<file path="src/rtl/segc_pkg.sv">
package segc_pkg;
  localparam int WORD_W   = 32;
  localparam int LIMIT_W  = 20;
  localparam int TYPE_W   = 4;
  localparam int DPL_W    = 2;
  localparam int TYPE_EXEC_BIT = 3;
  localparam int TYPE_RW_BIT   = 1;

  typedef enum logic [2:0] {
    FLT_NONE    = 3'd0,
    FLT_NOTPRES = 3'd1,
    FLT_PRIV    = 3'd2,
    FLT_LIMIT   = 3'd3,
    FLT_TYPE    = 3'd4
  } fault_e;

  typedef enum logic [1:0] {
    ACC_READ  = 2'd0,
    ACC_WRITE = 2'd1,
    ACC_EXEC  = 2'd2
  } acc_e;

  typedef struct packed {
    logic [WORD_W-1:0]  base;
    logic [LIMIT_W-1:0] limit;
    logic [TYPE_W-1:0]  kind;
    logic [DPL_W-1:0]   dpl;
    logic               present;
  } desc_t;

  // Assemble the cached view from the two table words.
  function automatic desc_t unpack_desc(input logic [WORD_W-1:0] lo,
                                        input logic [WORD_W-1:0] hi);
    desc_t d;
    d.base    = {hi[31:24], hi[7:0], lo[31:16]};
    d.limit   = {hi[19:16], lo[15:0]};
    d.kind    = hi[11:8];
    d.dpl     = hi[14:13];
    d.present = hi[15];
    return d;
  endfunction
endpackage

</file>
<file path="src/rtl/segc_rule.sv">
module segc_rule
  import segc_pkg::*;
(
  input  desc_t            desc_i,
  input  logic [DPL_W-1:0] cpl_i,
  input  logic [DPL_W-1:0] rpl_i,
  output fault_e           fault_o
);
  logic [DPL_W-1:0] eff_lvl;

  // The less privileged (numerically larger) level governs.
  assign eff_lvl = (cpl_i > rpl_i) ? cpl_i : rpl_i;

  always_comb begin
    if (!desc_i.present)             fault_o = FLT_NOTPRES;
    else if (eff_lvl > desc_i.dpl)   fault_o = FLT_PRIV;
    else                             fault_o = FLT_NONE;
  end
endmodule

</file>
<file path="src/rtl/segc_fetch.sv">
module segc_fetch
  import segc_pkg::*;
#(
  parameter int AW    = 32,
  parameter int SEL_W = 16
) (
  input  logic             clk,
  input  logic             rst,
  input  logic [DPL_W-1:0] cpl_i,
  input  logic [AW-1:0]    tbl_base_i,
  input  logic             load_valid_i,
  input  logic [SEL_W-1:0] load_sel_i,
  output logic             load_ready_o,
  output logic             busy_o,
  output logic             ld_done_o,
  output fault_e           ld_fault_o,
  output logic [SEL_W-1:0] sel_o,
  output logic             mem_req_o,
  output logic [AW-1:0]    mem_addr_o,
  input  logic             mem_rvalid_i,
  input  logic [WORD_W-1:0] mem_rdata_i,
  output desc_t            cache_o,
  output logic             cache_vld_o
);
  localparam int ENTRY_SHIFT = 3;
  localparam int OFS_W       = SEL_W - DPL_W + ENTRY_SHIFT;
  localparam logic [AW-1:0] HI_STEP = AW'(WORD_W / 8);

  typedef enum logic [1:0] {ST_IDLE, ST_LO, ST_HI} st_e;

  st_e               st_q;
  logic [SEL_W-1:0]  sel_pend_q, sel_q;
  logic [DPL_W-1:0]  cpl_pend_q;
  logic [WORD_W-1:0] lo_q;
  logic [AW-1:0]     addr_q;
  desc_t             cache_q;
  logic              cache_vld_q;
  logic              done_q;
  fault_e            flt_q;
  desc_t             fetched;
  fault_e            verdict;
  logic [OFS_W-1:0]  entry_ofs;

  assign fetched   = unpack_desc(lo_q, mem_rdata_i);
  assign entry_ofs = {load_sel_i[SEL_W-1:DPL_W], {ENTRY_SHIFT{1'b0}}};

  segc_rule u_rule (
    .desc_i  (fetched),
    .cpl_i   (cpl_pend_q),
    .rpl_i   (sel_pend_q[DPL_W-1:0]),
    .fault_o (verdict)
  );

  always_ff @(posedge clk) begin
    if (rst) begin
      st_q        <= ST_IDLE;
      sel_pend_q  <= '0;
      sel_q       <= '0;
      cpl_pend_q  <= '0;
      lo_q        <= '0;
      addr_q      <= '0;
      cache_q     <= '0;
      cache_vld_q <= 1'b0;
      done_q      <= 1'b0;
      flt_q       <= FLT_NONE;
    end else begin
      done_q <= 1'b0;
      unique case (st_q)
        ST_IDLE: begin
          if (load_valid_i) begin
            sel_pend_q <= load_sel_i;
            cpl_pend_q <= cpl_i;
            addr_q     <= tbl_base_i + AW'(entry_ofs);
            st_q       <= ST_LO;
          end
        end
        ST_LO: begin
          if (mem_rvalid_i) begin
            lo_q   <= mem_rdata_i;
            addr_q <= addr_q + HI_STEP;
            st_q   <= ST_HI;
          end
        end
        ST_HI: begin
          if (mem_rvalid_i) begin
            st_q   <= ST_IDLE;
            done_q <= 1'b1;
            flt_q  <= verdict;
            if (verdict == FLT_NONE) begin
              cache_q     <= fetched;
              cache_vld_q <= 1'b1;
              sel_q       <= sel_pend_q;
            end
          end
        end
        default: st_q <= ST_IDLE;
      endcase
    end
  end

  assign load_ready_o = (st_q == ST_IDLE);
  assign busy_o       = (st_q != ST_IDLE);
  assign mem_req_o    = (st_q == ST_LO) || (st_q == ST_HI);
  assign mem_addr_o   = addr_q;
  assign ld_done_o    = done_q;
  assign ld_fault_o   = flt_q;
  assign sel_o        = sel_q;
  assign cache_o      = cache_q;
  assign cache_vld_o  = cache_vld_q;

  // an outstanding word read keeps its request and address.
  assert_req_hold_R2: assert property (@(posedge clk) disable iff (rst)
    (mem_req_o && !mem_rvalid_i) |=> (mem_req_o && $stable(mem_addr_o)));

  // a refused load leaves the visible selector and the cache alone.
  assert_keep_on_fault_R5: assert property (@(posedge clk) disable iff (rst)
    (ld_done_o && ld_fault_o != FLT_NONE) |-> ($stable(sel_o) && $stable(cache_q)));

  // an accepted load makes the block busy on the next cycle.
  assert_busy_after_load_R6: assert property (@(posedge clk) disable iff (rst)
    (load_valid_i && load_ready_o) |=> (busy_o && !load_ready_o));

  // completion is a single-cycle pulse.
  assert_done_pulse_R10: assert property (@(posedge clk) disable iff (rst)
    ld_done_o |=> !ld_done_o);
endmodule

</file>
<file path="src/rtl/segc_access.sv">
module segc_access
  import segc_pkg::*;
(
  input  logic              clk,
  input  logic              rst,
  input  logic              acc_fire_i,
  input  logic [1:0]        acc_kind_i,
  input  logic [WORD_W-1:0] acc_off_i,
  input  desc_t             cache_i,
  input  logic              cache_vld_i,
  output logic              res_valid_o,
  output fault_e            res_fault_o,
  output logic [WORD_W-1:0] res_lin_o
);
  logic   is_code, rw_bit, type_ok, over_limit;
  fault_e verdict;

  assign is_code    = cache_i.kind[TYPE_EXEC_BIT];
  assign rw_bit     = cache_i.kind[TYPE_RW_BIT];
  assign over_limit = acc_off_i > WORD_W'(cache_i.limit);

  always_comb begin
    unique case (acc_kind_i)
      ACC_READ:  type_ok = !is_code || rw_bit;
      ACC_WRITE: type_ok = !is_code && rw_bit;
      ACC_EXEC:  type_ok = is_code;
      default:   type_ok = 1'b0;
    endcase
  end

  always_comb begin
    if (!cache_vld_i)   verdict = FLT_NOTPRES;
    else if (over_limit) verdict = FLT_LIMIT;
    else if (!type_ok)  verdict = FLT_TYPE;
    else                verdict = FLT_NONE;
  end

  always_ff @(posedge clk) begin
    if (rst) begin
      res_valid_o <= 1'b0;
      res_fault_o <= FLT_NONE;
      res_lin_o   <= '0;
    end else begin
      res_valid_o <= acc_fire_i;
      if (acc_fire_i) begin
        res_fault_o <= verdict;
        res_lin_o   <= (verdict == FLT_NONE) ? cache_i.base + acc_off_i : '0;
      end
    end
  end

  // an offset past a valid cached limit reports the limit fault.
  assert_limit_fault_R7: assert property (@(posedge clk) disable iff (rst)
    (acc_fire_i && cache_vld_i && acc_off_i > WORD_W'(cache_i.limit))
      |=> (res_valid_o && res_fault_o == FLT_LIMIT && res_lin_o == '0));

  // a clean result is the cached base plus the offset of the accepted access.
  assert_lin_sum_R9: assert property (@(posedge clk) disable iff (rst)
    (res_valid_o && res_fault_o == FLT_NONE)
      |-> (res_lin_o == $past(cache_i.base) + $past(acc_off_i)));
endmodule

</file>
<file path="src/rtl/segc_top.sv">
module segc_top
  import segc_pkg::*;
#(
  parameter int AW    = 32,
  parameter int SEL_W = 16
) (
  input  logic             clk,
  input  logic             rst,
  input  logic [SEL_W-1:0] cs_sel_i,
  input  logic [AW-1:0]    tbl_base_i,
  input  logic             load_valid_i,
  input  logic [SEL_W-1:0] load_sel_i,
  output logic             load_ready_o,
  output logic             busy_o,
  output logic             ld_done_o,
  output logic [2:0]       ld_fault_o,
  output logic [SEL_W-1:0] sel_o,
  output logic             mem_req_o,
  output logic [AW-1:0]    mem_addr_o,
  input  logic             mem_rvalid_i,
  input  logic [31:0]      mem_rdata_i,
  input  logic             acc_valid_i,
  input  logic [1:0]       acc_kind_i,
  input  logic [31:0]      acc_off_i,
  output logic             acc_ready_o,
  output logic             res_valid_o,
  output logic [2:0]       res_fault_o,
  output logic [31:0]      res_lin_o
);
  desc_t  cache;
  logic   cache_vld;
  fault_e ld_fault, res_fault;
  logic   acc_fire;
  logic   unused_cs_hi;

  assign unused_cs_hi = ^cs_sel_i[SEL_W-1:DPL_W];

  segc_fetch #(.AW(AW), .SEL_W(SEL_W)) u_fetch (
    .clk          (clk),
    .rst          (rst),
    .cpl_i        (cs_sel_i[DPL_W-1:0]),
    .tbl_base_i   (tbl_base_i),
    .load_valid_i (load_valid_i),
    .load_sel_i   (load_sel_i),
    .load_ready_o (load_ready_o),
    .busy_o       (busy_o),
    .ld_done_o    (ld_done_o),
    .ld_fault_o   (ld_fault),
    .sel_o        (sel_o),
    .mem_req_o    (mem_req_o),
    .mem_addr_o   (mem_addr_o),
    .mem_rvalid_i (mem_rvalid_i),
    .mem_rdata_i  (mem_rdata_i),
    .cache_o      (cache),
    .cache_vld_o  (cache_vld)
  );

  // Accesses wait while the hidden descriptor is being refilled.
  assign acc_ready_o = !busy_o;
  assign acc_fire    = acc_valid_i && acc_ready_o;

  segc_access u_access (
    .clk         (clk),
    .rst         (rst),
    .acc_fire_i  (acc_fire),
    .acc_kind_i  (acc_kind_i),
    .acc_off_i   (acc_off_i),
    .cache_i     (cache),
    .cache_vld_i (cache_vld),
    .res_valid_o (res_valid_o),
    .res_fault_o (res_fault),
    .res_lin_o   (res_lin_o)
  );

  assign ld_fault_o  = ld_fault;
  assign res_fault_o = res_fault;

  // no access result may come from a request made during a fetch.
  assert_stall_R6: assert property (@(posedge clk) disable iff (rst)
    (busy_o && $past(busy_o)) |-> !res_valid_o);
endmodule

</file>
<file path="config.mk">
export PLATFORM = sky130hd
export DESIGN_NAME = segc_top
export DESIGN_NICKNAME = d
export VERILOG_FILES = /design/src/rtl/segc_pkg.sv /design/src/rtl/segc_rule.sv /design/src/rtl/segc_fetch.sv /design/src/rtl/segc_access.sv /design/src/rtl/segc_top.sv
export SDC_FILE = /design/constraint.sdc
export NUM_CORES = 1
export LEC_CHECK = 0
export ABC_CLOCK_PERIOD_IN_PS = 2700
export BUFFER_PORTS_ARGS = -buffer_cell sky130_fd_sc_hd__buf_2
export CAP_MARGIN = 20
export CORE_MARGIN = 1
export CORE_UTILIZATION = 50
export DETAILED_ROUTE_END_ITERATION = 16
export GPL_ROUTABILITY_DRIVEN = 0
export PLACE_DENSITY = 0.77
export SYNTH_ARGS = -nofsm -noshare
export SYNTH_HDL_FRONTEND = slang
export SYNTH_SLANG_ARGS = --single-unit
export TNS_END_PERCENT = 10
</file>
<file path="constraint.sdc">
create_clock -name clk -period 2.7 [get_ports clk]
set_clock_uncertainty 0.1 [all_clocks]
set_input_delay 0.405 -clock clk [delete_from_list [all_inputs] [get_ports clk]]
set_output_delay 0.405 -clock clk [all_outputs]
set_load 0.02 [all_outputs]
</file>
==> results_dict.tcl <==
set metrics [dict create \
    max_cap_viol_count 0 \
    switchingPower_w 0.00206 \
    cp_max_fo 3 \
    ys_ff_latch 194 \
    crit_path_start_kind "flop" \
    layout_setup_ws_ps 39.3 \
    cpLargestDelayFamily "compound AO/OA/AOI/OAI gates" \
    multiInputGateArea_sq_um 6370 \
    clkPwrFrac_pct 38.0 \
    fin_crit_sh_pct 98.5 \
    vias_per_cell 5.61 \
    rows 52 \
    syn_nets 1562 \
    htree_levels 4 \
    post-dp-hpwl_mm 22.5 \
    root_buffer "clkbuf_16" \
    crit_slowest_cell "a221o_2" \
    grt_pass1_vias 9901 \
    yosys_warnings 0 \
    p_seq_share_pct 43.3 \
    drv_slew 0 \
    initial_core_util_pct 51.5 \
    required_ps 2930 \
    ctsHoldBuffers 0 \
    syn_inst 1351 \
    synth_most_common_cell "nand2_1" \
    dpl_cell_area_sq_um 12600 \
    grtUsageTotal_pct 28.2 \
    antenna_left 0 \
    drc 0 \
    fillers 1760 \
    ys_types 71 \
    leakage_nw 5.88 \
    grt_pass1_wl_mm 48.9 \
    clkTransAtPathRegs_ps 70 \
    drive_above_1_share_pct 25.3 \
    maxSlewHeadroom_pct 64.2 \
    port-buffer-count 211 \
    synth_area_leader_cell "dfxtp_1" \
    timing.fmax_mhz 376 \
    critPathBufInv 2 \
    avgRoutedWirePerCell_um 16.4 \
    final.min_clock_period_ps 2660 \
    outcome "complete, no violations" \
    dieHeight_um 147 \
    finalSetupViolations 0 \
    syn_avg_cell_area_sq_um 7.81 \
    powerDensity_nw_per_um2 532 \
    dr.pass1.iters 7 \
    routed_wl_mm 31.3 \
    grt_start_max_net_pins 65 \
    rsz0062_at_grt "true" \
    top_level_ports 227 \
    coreArea_sq_um 20500 \
    overflow 0 \
    cts_buffer_depth 2 \
    synth_seq_area_share_pct 36.8 \
    area_growth_pct 27.4 \
    clk_latency_ps 440 \
    antenna_found_initial 2 \
    switching_share_pct 28.9 \
    die_area_sq_um 21700 \
    worstPathCellList "ha_1 > o211ai_1 > o21ai_1 > a221o_2 > o21ai_4 > buf_4 > buf_4 > o21ai_2 > a21o_1 > a21oi_2 > xnor2_2 > o21ai_2" \
    setup_tns_ps 0 \
    vias 10714 \
    syn_area_sq_um 10600 \
    hold_violations 0 \
    critPathArrivalTime_ps 2890 \
    tightest_slew_ps 531 \
    comb_power_share_pct 18.7 \
    p_int_w 0.00508 \
    crit_type "reg2reg" \
    r2r_slack_ps 40 \
    final_cell_area_sq_um 13500 \
    netlist.area_leader.share_pct 36.8 \
    cts.sinks 194 \
    preCtsSetupSlack_ps -389 \
    layout.nets 1839 \
    die_w_um 147 \
    synthTopCellsByCount "nand2_1, dfxtp_1, a21oi_1" \
    irDropWorstVdd_v 0.000474 \
    async_reset_ff_share_pct 0 \
    cts_tree "done" \
    end_kind "flop" \
    synth-edff-count 0 \
    fin_util_pct 65.6 \
    ys.flop_type "dfxtp_1" \
    seq_area_sq_um 3890 \
    hold_class "in2reg" \
    max_stage_delay_ps 390 \
    numCtsBuffers 17 \
    synth.area.top_cells "dfxtp_1, nand2_1, ha_1" \
    drt_iter0_drc 790 \
]
-- metrics by stage --
step	hold WS (ps)	cells	total power [W]
3_5_place_dp	341	1875	0.00445
5_1_grt	103	1911	0.00743
6_report	97.2	1911	0.00715
4_1_cts	91.0	1906	0.00714
2_1_floorplan	332	1351	0.00393
3_3_place_gp	330	1875	0.00442
-- final cells by class --
class / count / share of cell area (%)
Timing Repair Buffer: 332 / 15.1
Clock buffer: 18 / 3.27
Tap cell: 270 / 2.51
Antenna cell: 2 / 0.0372
Clock inverter: 12 / 1.35
Multi-Input combinational cell: 1033 / 47.4
Inverter: 50 / 1.40
Sequential cell: 194 / 28.9
-- power groups by stage --
stage	Combinational (W)	Sequential [W]	Clock [W]
floorplan	0.000715	0.00321	0
global placement	0.00127	0.00315	0
detailed placement	0.00129	0.00316	0
CTS	0.00130	0.00309	0.00275
global route	0.00146	0.00311	0.00286
finish	0.00133	0.00310	0.00272
-- cells by family after synthesis --
family          synth area share, %
mux                           0.972
fa+ha+maj                      9.15
flops                          36.8
xor+xnor                       3.98
simple gates                   20.2
other cells                  0.0355
buf+inv                        4.55
compound gates                 24.3
-- path summary, 6_finish.rpt --
check / from / end / depth (start not counted)
worst max register to register: u_fetch.cache_o[29] / u_access.res_lin_o[25] / 12
worst max-delay path: u_fetch.cache_o[29] / u_access.res_lin_o[25] / 12
worst min-delay path: mem_rdata_i[22] / u_fetch.lo_q[22] / 3
worst min register to register: u_fetch.lo_q[16] / u_fetch.cache_o[27] / 2
-- placed cells by master (no fill, tap or decap), types with 7 or more instances in the layout --
cell type / netlist / final
a211oi_1: 11 / 7
a21o_1: 41 / 41
a21oi_1: 183 / 179
a22oi_1: 36 / 36
and3_1: 15 / 15
buf_2: 3 / 210
buf_4: 3 / 115
clkbuf_16: 0 / 17
dfxtp_1: 194 / 189
ha_1: 74 / 70
inv_1: 50 / 50
mux2i_1: 8 / 8
nand2_1: 301 / 301
nand2b_1: 13 / 12
nand3_1: 24 / 24
nand4_1: 11 / 11
nor2_1: 60 / 60
nor2b_1: 10 / 9
nor3_1: 23 / 23
nor4_1: 7 / 7
o211ai_1: 7 / 7
o21a_1: 12 / 12
o21ai_0: 45 / 41
o21ai_1: 7 / 11
o22ai_1: 11 / 11
xnor2_1: 31 / 30
xor2_1: 17 / 17
-- state kept, by name, summed over array words and instances (netlist names) --
signal and count:
u_access.res_fault_o 3, u_access.res_lin_o 32, u_access.res_valid_o 1, u_fetch.cache_o 54, u_fetch.cache_vld_o 1, u_fetch.cpl_pend_q 2
u_fetch.ld_done_o 1, u_fetch.ld_fault_o 2, u_fetch.lo_q 32, u_fetch.mem_addr_o 32, u_fetch.sel_o 16, u_fetch.sel_pend_q 16
u_fetch.st_q 2
-- per-layer routing --
metal | part of all wire (%) | global-route usage, % | vias to the layer above
met1 | 42 | 36.0 | 4951
met3 | 8.6 | 6.40 | 55
li1 | - | - | 5287
met5 | 0 | 0 | -
met4 | 2.4 | 11.5 | 0
met2 | 47 | 45.9 | 421
-- repair_timing --
item	CTS	global route
pin swaps	8	13
buffers inserted	1	2
gates resized for setup	7	30
setup endpoints to repair	3	86
-- worst register-to-register path, cell delays in order, from the launching register on --
cell and delay (ps):
dfxtp_1 340, ha_1 330, o211ai_1 250, o21ai_1 120, a221o_2 390, o21ai_4 190, buf_4 140, buf_4 100
o21ai_2 60, a21o_1 180, a21oi_2 160, xnor2_2 130, o21ai_2 60
(Power assumes the default switching activity.)
